File: src/rtl/mac_stat_pkg.sv
package mac_stat_pkg;
  localparam int unsigned ADDR_W     = 4;
  localparam int unsigned EV_PER_DIR = 4;

  localparam logic [ADDR_W-1:0] A_CTRL    = 4'd0;
  localparam logic [ADDR_W-1:0] A_RX_STAT = 4'd1;
  localparam logic [ADDR_W-1:0] A_RX_MASK = 4'd2;
  localparam logic [ADDR_W-1:0] A_TX_STAT = 4'd3;
  localparam logic [ADDR_W-1:0] A_TX_MASK = 4'd4;

  localparam int unsigned CTL_CLR = 0;
  localparam int unsigned CTL_FRZ = 1;
  localparam int unsigned CTL_ROR = 2;

  localparam int unsigned OCT_IDX = 3;
endpackage

File: src/rtl/stat_counter.sv
module stat_counter #(
  parameter int unsigned CNT_W = 32
) (
  input  logic             clk,
  input  logic             rst_n,
  input  logic             clr_all,
  input  logic             freeze,
  input  logic             rd_clr,
  input  logic             ev,
  input  logic [CNT_W-1:0] amt,
  output logic [CNT_W-1:0] count,
  output logic             msb_flip
);
  logic             take;
  logic [CNT_W-1:0] base;
  logic [CNT_W-1:0] sum;

  always_comb begin
    take     = ev && !freeze && !clr_all;
    base     = rd_clr ? '0 : count;
    sum      = base + amt;
    msb_flip = take && (sum[CNT_W-1] != base[CNT_W-1]);
  end

  always_ff @(posedge clk) begin
    if (!rst_n)       count <= '0;
    else if (clr_all) count <= '0;
    else if (take)    count <= sum;
    else if (rd_clr)  count <= '0;
  end

  AST_CNT_STEP: assert property (@(posedge clk) disable iff (!rst_n)
    (ev && !freeze && !clr_all && !rd_clr) |=> count == $past(count) + $past(amt));
  AST_CNT_FROZEN: assert property (@(posedge clk) disable iff (!rst_n)
    (freeze && !clr_all && !rd_clr) |=> $stable(count));
  AST_CNT_ROR: assert property (@(posedge clk) disable iff (!rst_n)
    (rd_clr && !ev && !clr_all) |=> count == '0);
endmodule

File: src/rtl/stat_dir.sv
module stat_dir #(
  parameter int unsigned CNT_W = 32,
  parameter int unsigned N     = 4
) (
  input  logic                     clk,
  input  logic                     rst_n,
  input  logic                     clr_all,
  input  logic                     freeze,
  input  logic [N-1:0]             ev,
  input  logic [N-1:0]             rd_clr,
  input  logic [N-1:0][CNT_W-1:0]  amt,
  input  logic                     st_rd,
  input  logic                     mask_wr,
  input  logic [N-1:0]             mask_wdata,
  output logic [N-1:0][CNT_W-1:0]  counts,
  output logic [N-1:0]             status,
  output logic [N-1:0]             mask,
  output logic                     irq
);
  logic [N-1:0] flip;

  for (genvar i = 0; i < N; i++) begin : g_cnt
    stat_counter #(.CNT_W(CNT_W)) u_cnt (
      .clk      (clk),
      .rst_n    (rst_n),
      .clr_all  (clr_all),
      .freeze   (freeze),
      .rd_clr   (rd_clr[i]),
      .ev       (ev[i]),
      .amt      (amt[i]),
      .count    (counts[i]),
      .msb_flip (flip[i])
    );
  end

  always_ff @(posedge clk) begin
    if (!rst_n) begin
      status <= '0;
      mask   <= '0;
    end else begin
      status <= (st_rd ? '0 : status) | flip;
      if (mask_wr) mask <= mask_wdata;
    end
  end

  assign irq = |(status & ~mask);

  AST_STAT_STICKY: assert property (@(posedge clk) disable iff (!rst_n)
    !st_rd |=> (status & $past(status)) == $past(status));
  AST_STAT_CAUSE: assert property (@(posedge clk) disable iff (!rst_n)
    (flip == '0) |=> (status & ~$past(status)) == '0);
endmodule

File: src/rtl/mac_stat_bank.sv
module mac_stat_bank
  import mac_stat_pkg::*;
#(
  parameter int unsigned CNT_W = 32,
  parameter int unsigned OCT_W = 16,
  parameter int unsigned REG_W = 32
) (
  input  logic              clk,
  input  logic              rst_n,
  input  logic [3:0]        tx_ev,
  input  logic [OCT_W-1:0]  tx_octets,
  input  logic [3:0]        rx_ev,
  input  logic              reg_wr,
  input  logic              reg_rd,
  input  logic [ADDR_W-1:0] reg_addr,
  input  logic [REG_W-1:0]  reg_wdata,
  output logic [REG_W-1:0]  reg_rdata,
  output logic              tx_irq,
  output logic              rx_irq
);
  localparam int unsigned N = EV_PER_DIR;

  logic                    freeze_q, ror_q;
  logic                    clr_all;
  logic [N-1:0]            tx_rdclr, rx_rdclr;
  logic [N-1:0][CNT_W-1:0] tx_amt, rx_amt, tx_cnt, rx_cnt;
  logic [N-1:0]            tx_stat, rx_stat, tx_mask, rx_mask;
  logic                    cnt_hit;
  logic [REG_W-1:0]        rd_mux;

  assign clr_all = reg_wr && (reg_addr == A_CTRL) && reg_wdata[CTL_CLR];
  assign cnt_hit = reg_rd && reg_addr[3] && ror_q;

  always_ff @(posedge clk) begin
    if (!rst_n) begin
      freeze_q <= 1'b0;
      ror_q    <= 1'b0;
    end else if (reg_wr && reg_addr == A_CTRL) begin
      freeze_q <= reg_wdata[CTL_FRZ];
      ror_q    <= reg_wdata[CTL_ROR];
    end
  end

  always_comb begin
    for (int i = 0; i < N; i++) begin
      tx_amt[i]   = (i == OCT_IDX) ? CNT_W'(tx_octets) : CNT_W'(1);
      rx_amt[i]   = CNT_W'(1);
      tx_rdclr[i] = cnt_hit && !reg_addr[2] && (reg_addr[1:0] == 2'(i));
      rx_rdclr[i] = cnt_hit &&  reg_addr[2] && (reg_addr[1:0] == 2'(i));
    end
  end

  stat_dir #(.CNT_W(CNT_W), .N(N)) u_tx (
    .clk        (clk),
    .rst_n      (rst_n),
    .clr_all    (clr_all),
    .freeze     (freeze_q),
    .ev         (tx_ev),
    .rd_clr     (tx_rdclr),
    .amt        (tx_amt),
    .st_rd      (reg_rd && reg_addr == A_TX_STAT),
    .mask_wr    (reg_wr && reg_addr == A_TX_MASK),
    .mask_wdata (reg_wdata[N-1:0]),
    .counts     (tx_cnt),
    .status     (tx_stat),
    .mask       (tx_mask),
    .irq        (tx_irq)
  );

  stat_dir #(.CNT_W(CNT_W), .N(N)) u_rx (
    .clk        (clk),
    .rst_n      (rst_n),
    .clr_all    (clr_all),
    .freeze     (freeze_q),
    .ev         (rx_ev),
    .rd_clr     (rx_rdclr),
    .amt        (rx_amt),
    .st_rd      (reg_rd && reg_addr == A_RX_STAT),
    .mask_wr    (reg_wr && reg_addr == A_RX_MASK),
    .mask_wdata (reg_wdata[N-1:0]),
    .counts     (rx_cnt),
    .status     (rx_stat),
    .mask       (rx_mask),
    .irq        (rx_irq)
  );

  always_comb begin
    rd_mux = '0;
    if (reg_addr[3]) begin
      rd_mux = reg_addr[2] ? REG_W'(rx_cnt[reg_addr[1:0]]) : REG_W'(tx_cnt[reg_addr[1:0]]);
    end else begin
      case (reg_addr)
        A_CTRL:    begin
          rd_mux[CTL_FRZ] = freeze_q;
          rd_mux[CTL_ROR] = ror_q;
        end
        A_RX_STAT: rd_mux = REG_W'(rx_stat);
        A_RX_MASK: rd_mux = REG_W'(rx_mask);
        A_TX_STAT: rd_mux = REG_W'(tx_stat);
        A_TX_MASK: rd_mux = REG_W'(tx_mask);
        default:   rd_mux = '0;
      endcase
    end
  end

  always_ff @(posedge clk) begin
    if (!rst_n)      reg_rdata <= '0;
    else if (reg_rd) reg_rdata <= rd_mux;
  end

  AST_CLR_ALL: assert property (@(posedge clk) disable iff (!rst_n)
    clr_all |=> (tx_cnt == '0 && rx_cnt == '0));
  AST_IRQ_SILENT_MASKED: assert property (@(posedge clk) disable iff (!rst_n)
    (tx_mask == '1) |-> !tx_irq);
endmodule

File: config.mk
export PLATFORM = sky130hd
export DESIGN_NAME = mac_stat_bank
export DESIGN_NICKNAME = d
export VERILOG_FILES = /design/src/rtl/mac_stat_pkg.sv /design/src/rtl/stat_counter.sv /design/src/rtl/stat_dir.sv /design/src/rtl/mac_stat_bank.sv
export SDC_FILE = /design/constraint.sdc
export NUM_CORES = 1
export LEC_CHECK = 0
export ABC_AREA = 0
export BUFFER_PORTS_ARGS = -buffer_cell sky130_fd_sc_hd__buf_4
export CORE_ASPECT_RATIO = 0.6
export CORE_MARGIN = 5
export CORE_UTILIZATION = 50
export DETAILED_ROUTE_END_ITERATION = 8
export HOLD_SLACK_MARGIN = 0.03
export PLACE_DENSITY = 0.76
export SETUP_SLACK_MARGIN = 0.05
export SLEW_MARGIN = 0
export SYNTH_ARGS = -nofsm -noshare
export SYNTH_HDL_FRONTEND = slang
export SYNTH_HIERARCHICAL = 1
export SYNTH_SLANG_ARGS = --single-unit
File: constraint.sdc
create_clock -name clk -period 7.9 [get_ports clk]
set_input_delay 0.395 -clock clk [delete_from_list [all_inputs] [get_ports clk]]
set_output_delay 0.395 -clock clk [all_outputs]
set_load 0.03 [all_outputs]
# Word level (Yosys, flattened, before mapping)
# Index checks and enable logic that the tools add are counted.
dict set report totals {
  wordCells 123
  memories 0
  ff_bits 306
  ram_bits 0
  romBits 0
  out_inout_bits 34
  latch_bits 0
  in_bits 64
}
dict set report op_classes {
  shift 0
  n_lt_le_gt_ge 1
  eq_ne 15
  n_mul 0
  n_div 0
  n_reduce_logical 50
  n_addsub 8
  bitwise_logic 7
  mux 27
}
# operator count
set ops {}
lappend ops {{2-to-1 mux 32 bit} 20}
lappend ops {{adder 32 x 1 -> 32 bit, second input constant} 7}
lappend ops {{binary-select mux 32 bit (select 2 bit)} 2}
lappend ops {{logical AND 1 bit} 42}
lappend ops {{adder 32 x 16 -> 32 bit} 1}
lappend ops {{case mux 2 bit (5 select lines)} 1}
lappend ops {{bitwise AND 4 bit} 2}
lappend ops {{== test 4 x 2 -> 1 bit, second input constant} 2}
lappend ops {{2-to-1 mux 4 bit} 2}
lappend ops {{!= test 1 bit} 8}
lappend ops {{NOT 4 bit} 2}
lappend ops {{OR 4 bit} 2}
lappend ops {{case mux 1 bit (4 select lines)} 2}
lappend ops {{OR reduction 4 bit} 2}
lappend ops {{== test 2 bit, second input constant} 2}
lappend ops {{== test 4 x 1 -> 1 bit, second input constant} 1}
lappend ops {{== test 4 x 3 -> 1 bit, second input constant} 1}
lappend ops {{zero test 4 bit} 1}
lappend ops {{zero test 1 bit} 3}
lappend ops {{< comparator 2 x 3 -> 1 bit, second input constant} 1}
lappend ops {{== test 2 x 1 -> 1 bit, second input constant} 1}
lappend ops {{zero test 2 bit} 1}
lappend ops {{OR reduction 2 bit} 1}
lappend ops {{NOT 1 bit} 1}

# Longest topological paths before layout
dict set report logic_depth {
  depth_word 9
  ltp_mapped 18
  mapped_depth_nobuf 15
}

# By module
# Netlist, hierarchy kept.
# mod n_inst seq_area_each_um2 area_per_inst_um2 cells_each
set modules_own_cells {}
lappend modules_own_cells {{stat_counter at u_rx.g_cnt[2].u_cnt ...} 6 640.6 3039.2 410}
lappend modules_own_cells {{stat_counter at u_rx.g_cnt[0].u_cnt ...} 2 640.6 3253.1 425}
lappend modules_own_cells {mac_stat_bank 1 680.7 3174.3 285}
lappend modules_own_cells {stat_dir 2 160.2 322.8 30}

# Worst setup path after synthesis
# Ideal clock, no wire load.
dict set report synth_path {
  path_kind {input-to-reg}
  startpoint {input port reg_addr[2]}
  endpoint {register u_tx.g_cnt[0].u_cnt.count[24]}
  n_path_buf 3
  slack_ns 3.663
  path_stages 17
  arrival_time_ns 4.102
  required_ns 7.765
  path_cell_list {buf_2 clkbuf_1 nand3b_1 nor3_1 clkbuf_1 nor2b_1 ha_1 fa_1 a211oi_1 o21bai_1 a21boi_2 o211ai_2 a221o_1 a22o_1 o21ai_2 nor3b_1 o41ai_2}
}
dict set report synth_between {
  elab_chain_cells 6
  word_cells_on_any_way 12
  classes_between {add/sub: 1; mux: 2; reduce/logical: 9}
}
# element line
set synth_lines {}
lappend synth_lines {{from (decl)} mac_stat_bank.sv:15} ;# input logic [ADDR_W-1:0] reg_addr,
lappend synth_lines {{zero test 1 bit *} mac_stat_bank.sv:48} ;# tx_rdclr[i] = cnt_hit && !reg_addr[2] && (reg_addr[1:0] == 2'(i));
lappend synth_lines {{logical AND 1 bit * (2 in a row)} mac_stat_bank.sv:48}
lappend synth_lines {{named net tx_rdclr[0]} mac_stat_bank.sv:25} ;# logic [N-1:0] tx_rdclr, rx_rdclr;
lappend synth_lines {{2-to-1 mux 32 bit *} --}
lappend synth_lines {{adder 32 x 1 -> 32 bit} stat_counter.sv:21} ;# sum = base + amt;
lappend synth_lines {{2-to-1 mux 32 bit *} stat_counter.sv:28} ;# else if (take) count <= sum;
lappend synth_lines {{to (signal assigned)} stat_counter.sv:28}
lappend synth_lines {{to (decl)} stat_counter.sv:11} ;# output logic [CNT_W-1:0] count,
# The timed path passes the listed nets; every way through them passes the cells marked *.
# A chain may end at the register's enable or synchronous reset.

# Worst setup path after layout
dict set report layout_path {
  startpoint {register ror_q}
  endpoint {register u_tx.g_cnt[0].u_cnt.count[24]}
}
dict set report layout_between {
  elab_chain_cells 6
}
# element line
set layout_lines {}
lappend layout_lines {{from (decl)} mac_stat_bank.sv:23} ;# logic freeze_q, ror_q;
lappend layout_lines {{from (signal assigned)} mac_stat_bank.sv:40} ;# ror_q <= reg_wdata[CTL_ROR];
lappend layout_lines {{logical AND 1 bit *} mac_stat_bank.sv:32} ;# assign cnt_hit = reg_rd && reg_addr[3] && ror_q;
lappend layout_lines {{logical AND 1 bit * (2 in a row)} mac_stat_bank.sv:48}
lappend layout_lines {{named net tx_rdclr[0]} mac_stat_bank.sv:25}
lappend layout_lines {{2-to-1 mux 32 bit *} --}
lappend layout_lines {{adder 32 x 1 -> 32 bit} stat_counter.sv:21}
lappend layout_lines {{2-to-1 mux 32 bit *} stat_counter.sv:28}
# Marked as above.

==> run summary <==
The flow ran to the end, and the final reports show no timing, DRC or antenna violations. IR analysis of the VDD net gives a maximum drop of 0.1389 mV. The logs give 0.2859 for the global-route usage over all layers and 0 for the max-capacitance violation count. The remaining global-route overflow is 0. Entering global routing, the biggest net connects 67 pins.

Buffers inserted during clock tree synthesis total 34. Dividing the detail-routed via count by the number of cells gives 6.042. The number of synthesized flops with an enable pin was 0; the clock sink count was 306. TritonCTS built the clock tree.

The routed design could run at a clock period as short as 4.603 ns. The most frequent standard cell in the layout excluding fill and tap cells is sky130_fd_sc_hd__nand2_1. Summed over all nets, the switching power comes to 2.685 mW. The prevailing post-synth register cell is sky130_fd_sc_hd__dfxtp_1. The floorplan step defined a die boundary enclosing 0.06216 mm^2.

The sum of buffers and inverters on the critical path came out at 1. The portion of the post-synthesis area used by sequential elements is 0.2145, and the power density over the cells is 211.5 mW/mm^2. The area share of the leading cell type in the synthesized netlist is 0.2145.

The mean cell area of the mapped netlist works out to 7.814 um^2. Type of the most critical hold path: in -> reg. Across all layers, the routed design uses 28,020 vias.

The fraction of registers with async set or reset after synthesis was 0. For the later-pin clock latency in the skew report, the log shows 0.55 ns. For the utilization after layout, the log shows 0.5628.

For this design the top-level I/O count stands at 98. The routed design uses 32,690 um of met2 wire. For the worst setup path, the data arrival time is 5.01 ns.

Clock-pin slew was measured on the worst setup and hold paths at 0.07 ns. The switching power as a share of total power is 0.4017. The worst setup path is of the reg -> reg kind. The routed length per placed instance is 20.19 um. The count of different cell masters after synthesis came out at 86. The tree is rooted in a sky130_fd_sc_hd__clkbuf_16. In this run the remaining antenna-violating nets after routing total 0. The tools report the initial antenna violation count as 13. Of all cell types, the one taking the most synthesized area is sky130_fd_sc_hd__dfxtp_1. In this run the worst path has a maximum fanout of 32. The wire-length estimate of the detail-placed layout is 71,750 um. For the count of instances resized after the clock tree is built, the log shows 0. Setup repair after global routing left no endpoint under its margin. The filler cells instantiated in the layout total 5,229. After clock tree synthesis, the flow added hold-fix buffers numbering 0.

The synthesized design contains 306 register bits. The via count of the first global-routing pass was 24,430. The largest individual stage delay along the critical path comes from the cell sky130_fd_sc_hd__fa_1.

Including well taps, the total number of placed cells is 4,568. The area after detailed placement is 0.03038 mm^2, and the total DRC errors in the routed layout is 0. In this run, the number of DRC markers left after iteration 0 of detailed routing was 3,352. The logs give 0 for the max-slew violation count and 0.05617 mm^2 for the standard cell core area. Traced cell by cell, the critical path runs through nand3b_1 > nor3_2 > buf_4 > nor2b_1 > ha_1 > fa_1 > a211oi_1 > o21bai_1 > a21boi_2 > o211ai_2 > a221o_1 > a22o_1 > o21ai_2 > nor3b_1 > o41ai_2. The share of the cycle needed by the critical path after routing was 0.5827; the number of placement rows was 67.

Post-route setup TNS: 0 ns. Internal power comes to 3.999 mW. The first global-routing pass estimated 142,700 um of wire. The proportion of layout cells with a drive suffix above 1 was 0.08732; the count of H-tree levels built during CTS was 2.

The count of buffers from port buffering is 69, and the routed metal-1 wirelength is 44,760 um. The highest signal layer in the routed design was met5. Number of standard cells in the layout, taps in and fillers out: 4,637. Yosys printed 6 warnings. The cell family contributing the most delay on the critical path is compound AO/OA/AOI/OAI gates. On the worst path, the slowest cell contributes a delay of 0.48 ns. The total count of hold-check failures in the final report was 0; the number of iterations in the first detailed-routing pass was 6. The clock passes through at most 3 buffers.

For the pin with the worst max-slew slack, the measured transition is 0.9060 ns. For the final cell area excluding filler cells, the log shows 0.03161 mm^2. Ranked by total cell area, the synthesized netlist is headed by sky130_fd_sc_hd__dfxtp_1 21%, sky130_fd_sc_hd__ha_1 11%, sky130_fd_sc_hd__nand2_1 6.7%. From left edge to right edge, the die measures 318.6 um. The tools report the worst slew margin relative to its limit as 0.3960. The top cell types in the final layout, fill and taps aside, are 506 x sky130_fd_sc_hd__nand2_1, 356 x sky130_fd_sc_hd__a21oi_1, 306 x sky130_fd_sc_hd__dfxtp_1. The final setup violation count was 0. The logs give 0.9939 for the weighted congestion at the end of routability-driven global placement and 93,620 um for the post-detailed-routing wire length. At the worst endpoint, the required time is 8.30 ns. The relative area change from synthesis to final layout is 10.68%, and the post-layout net count is 4,165.

For this design the static power due to leakage is 14.32 nW. The cell area that synthesis handed to floorplanning was 0.02856 mm^2. The run gives 0.267 as the part of the total power dissipated in the clock network. After detailed routing, the met3 layer carries 14,370 um of wire. The sequential share of power came out at 0.303. For the effective utilization at floorplan, the log shows 0.5085. The die is 195.1 um tall. On the final layout, the worst clock skew is 0.02812 ns. The combinational fraction of design power is 0.430.

The worst setup path is captured at a register. Based on the critical path, the design can be clocked at up to 0.2172 GHz. Startpoint type of the worst setup path: a register. Buffers added to address setup during post-CTS repair amount to 0. The cell count after synthesis came out at 3,655.
-- path summary, 6_finish.rpt --
kind / from / to / slack [ns] / depth (start not counted)
setup / recovery: ror_q$_SDFFE_PN0N_ / u_tx/g_cnt[0].u_cnt/count[24]$_SDFF_PP0_ / 3.30 / 15
hold / removal: reg_rd / reg_rdata[3]$_SDFFE_PN0P_ / 0.14 / 2
setup reg to reg: ror_q$_SDFFE_PN0N_ / u_tx/g_cnt[0].u_cnt/count[24]$_SDFF_PP0_ / 3.30 / 15
hold reg to reg: reg_rdata[22]$_SDFFE_PN0P_ / reg_rdata[22]$_SDFFE_PN0P_ / 0.44 / 2
-- synth_stat cells (11+ instances only) --
cell type                   instances
sky130_fd_sc_hd__o21a_1            32
sky130_fd_sc_hd__o21bai_1          36
sky130_fd_sc_hd__o21ai_0          171
sky130_fd_sc_hd__nand2_1          506
sky130_fd_sc_hd__nand2b_1          29
sky130_fd_sc_hd__nand3_1           95
sky130_fd_sc_hd__mux2i_1           56
sky130_fd_sc_hd__clkbuf_1         156
sky130_fd_sc_hd__o2111ai_1         18
sky130_fd_sc_hd__nor2b_1          298
sky130_fd_sc_hd__and2_1            41
sky130_fd_sc_hd__a22oi_1           34
sky130_fd_sc_hd__inv_1             43
sky130_fd_sc_hd__buf_2             24
sky130_fd_sc_hd__nor2_1           213
sky130_fd_sc_hd__a21oi_1          356
sky130_fd_sc_hd__a21boi_1          18
sky130_fd_sc_hd__o21ai_1           44
sky130_fd_sc_hd__xnor2_1          114
sky130_fd_sc_hd__nand4_1           38
sky130_fd_sc_hd__a31oi_1           32
sky130_fd_sc_hd__a211o_1           16
sky130_fd_sc_hd__xor2_1            62
sky130_fd_sc_hd__mux4_2            63
sky130_fd_sc_hd__a21o_1           124
sky130_fd_sc_hd__and3_1            44
sky130_fd_sc_hd__buf_6             11
sky130_fd_sc_hd__o211ai_1          44
sky130_fd_sc_hd__nor3_1            68
sky130_fd_sc_hd__ha_1             248
sky130_fd_sc_hd__a211oi_1          50
sky130_fd_sc_hd__a221o_1           12
sky130_fd_sc_hd__nor3b_1           21
sky130_fd_sc_hd__dfxtp_1          306
-- sequential cells by signal, indices dropped and copies added, names as in the netlist --
name,flops
u_rx/status,4
reg_rdata,32
u_rx/mask,4
freeze_q,1
u_rx/g_cnt.u_cnt/count,128
u_tx/g_cnt.u_cnt/count,128
ror_q,1
u_tx/mask,4
u_tx/status,4
-- layer usage --
| metal | vias to the layer above | GRT usage |
|---|---|---|
| li1 | 13460 | - |
| met1 | 13070 | 0.4485 |
| met2 | 1388 | 0.3533 |
| met3 | 97 | 0.1234 |
| met4 | 2 | 0.05220 |
| met5 | - | 0 |
-- power groups by stage --
stage | clock network, mW | registers [mW] | logic, mW
2_1_floorplan | 0 | 1.85 | 2.25
3_3_place_gp | 0 | 2.02 | 2.66
3_5_place_dp | 0 | 2.02 | 2.70
4_1_cts | 1.81 | 1.99 | 2.72
5_1_grt | 1.87 | 2.02 | 3.16
6_report | 1.79 | 2.02 | 2.87
-- logic make-up (layout without fill, tap and decap cells) --
| family | count (synthesis) | after routing | share of synthesized area |
|---|---|---|---|
| AO/OA/AOI/OAI | 1117 | 1117 | 0.2593 |
| XOR/XNOR | 176 | 176 | 0.05397 |
| adder cells (fa/ha/maj) | 256 | 256 | 0.1143 |
| buffers and inverters | 248 | 207 | 0.03846 |
| flip-flops | 306 | 306 | 0.2145 |
| multiplexers | 119 | 119 | 0.06930 |
| other | 2 | 266 | 0.0002629 |
| AND/OR/NAND/NOR | 1431 | 1431 | 0.2500 |
-- per-stage QoR --
step	total power [mW]	worst slack (ns)	hold slack [ns]
detailed placement	4.715	2.922	0.4321
global placement	4.679	3.067	0.4259
floorplan	4.103	3.663	0.4884
finish	6.685	3.297	0.1441
global route	7.055	3.110	0.1376
CTS	6.516	3.415	0.1130
-- cell type report --
| cell class | count | area, um^2 | share of cell area |
|---|---|---|---|
| Multi-Input combinational cell | 3358 | 22380 | 0.7079 |
| Sequential cell | 306 | 6126 | 0.1938 |
| Clock buffer | 45 | 952.2 | 0.03012 |
| Tap cell | 759 | 949.7 | 0.03004 |
| Timing Repair Buffer | 102 | 765.7 | 0.02422 |
| Clock inverter | 17 | 262.8 | 0.008312 |
| Inverter | 43 | 161.4 | 0.005106 |
| Antenna cell | 7 | 17.52 | 0.0005541 |
Note: power is estimated with default switching activity, not from simulation.
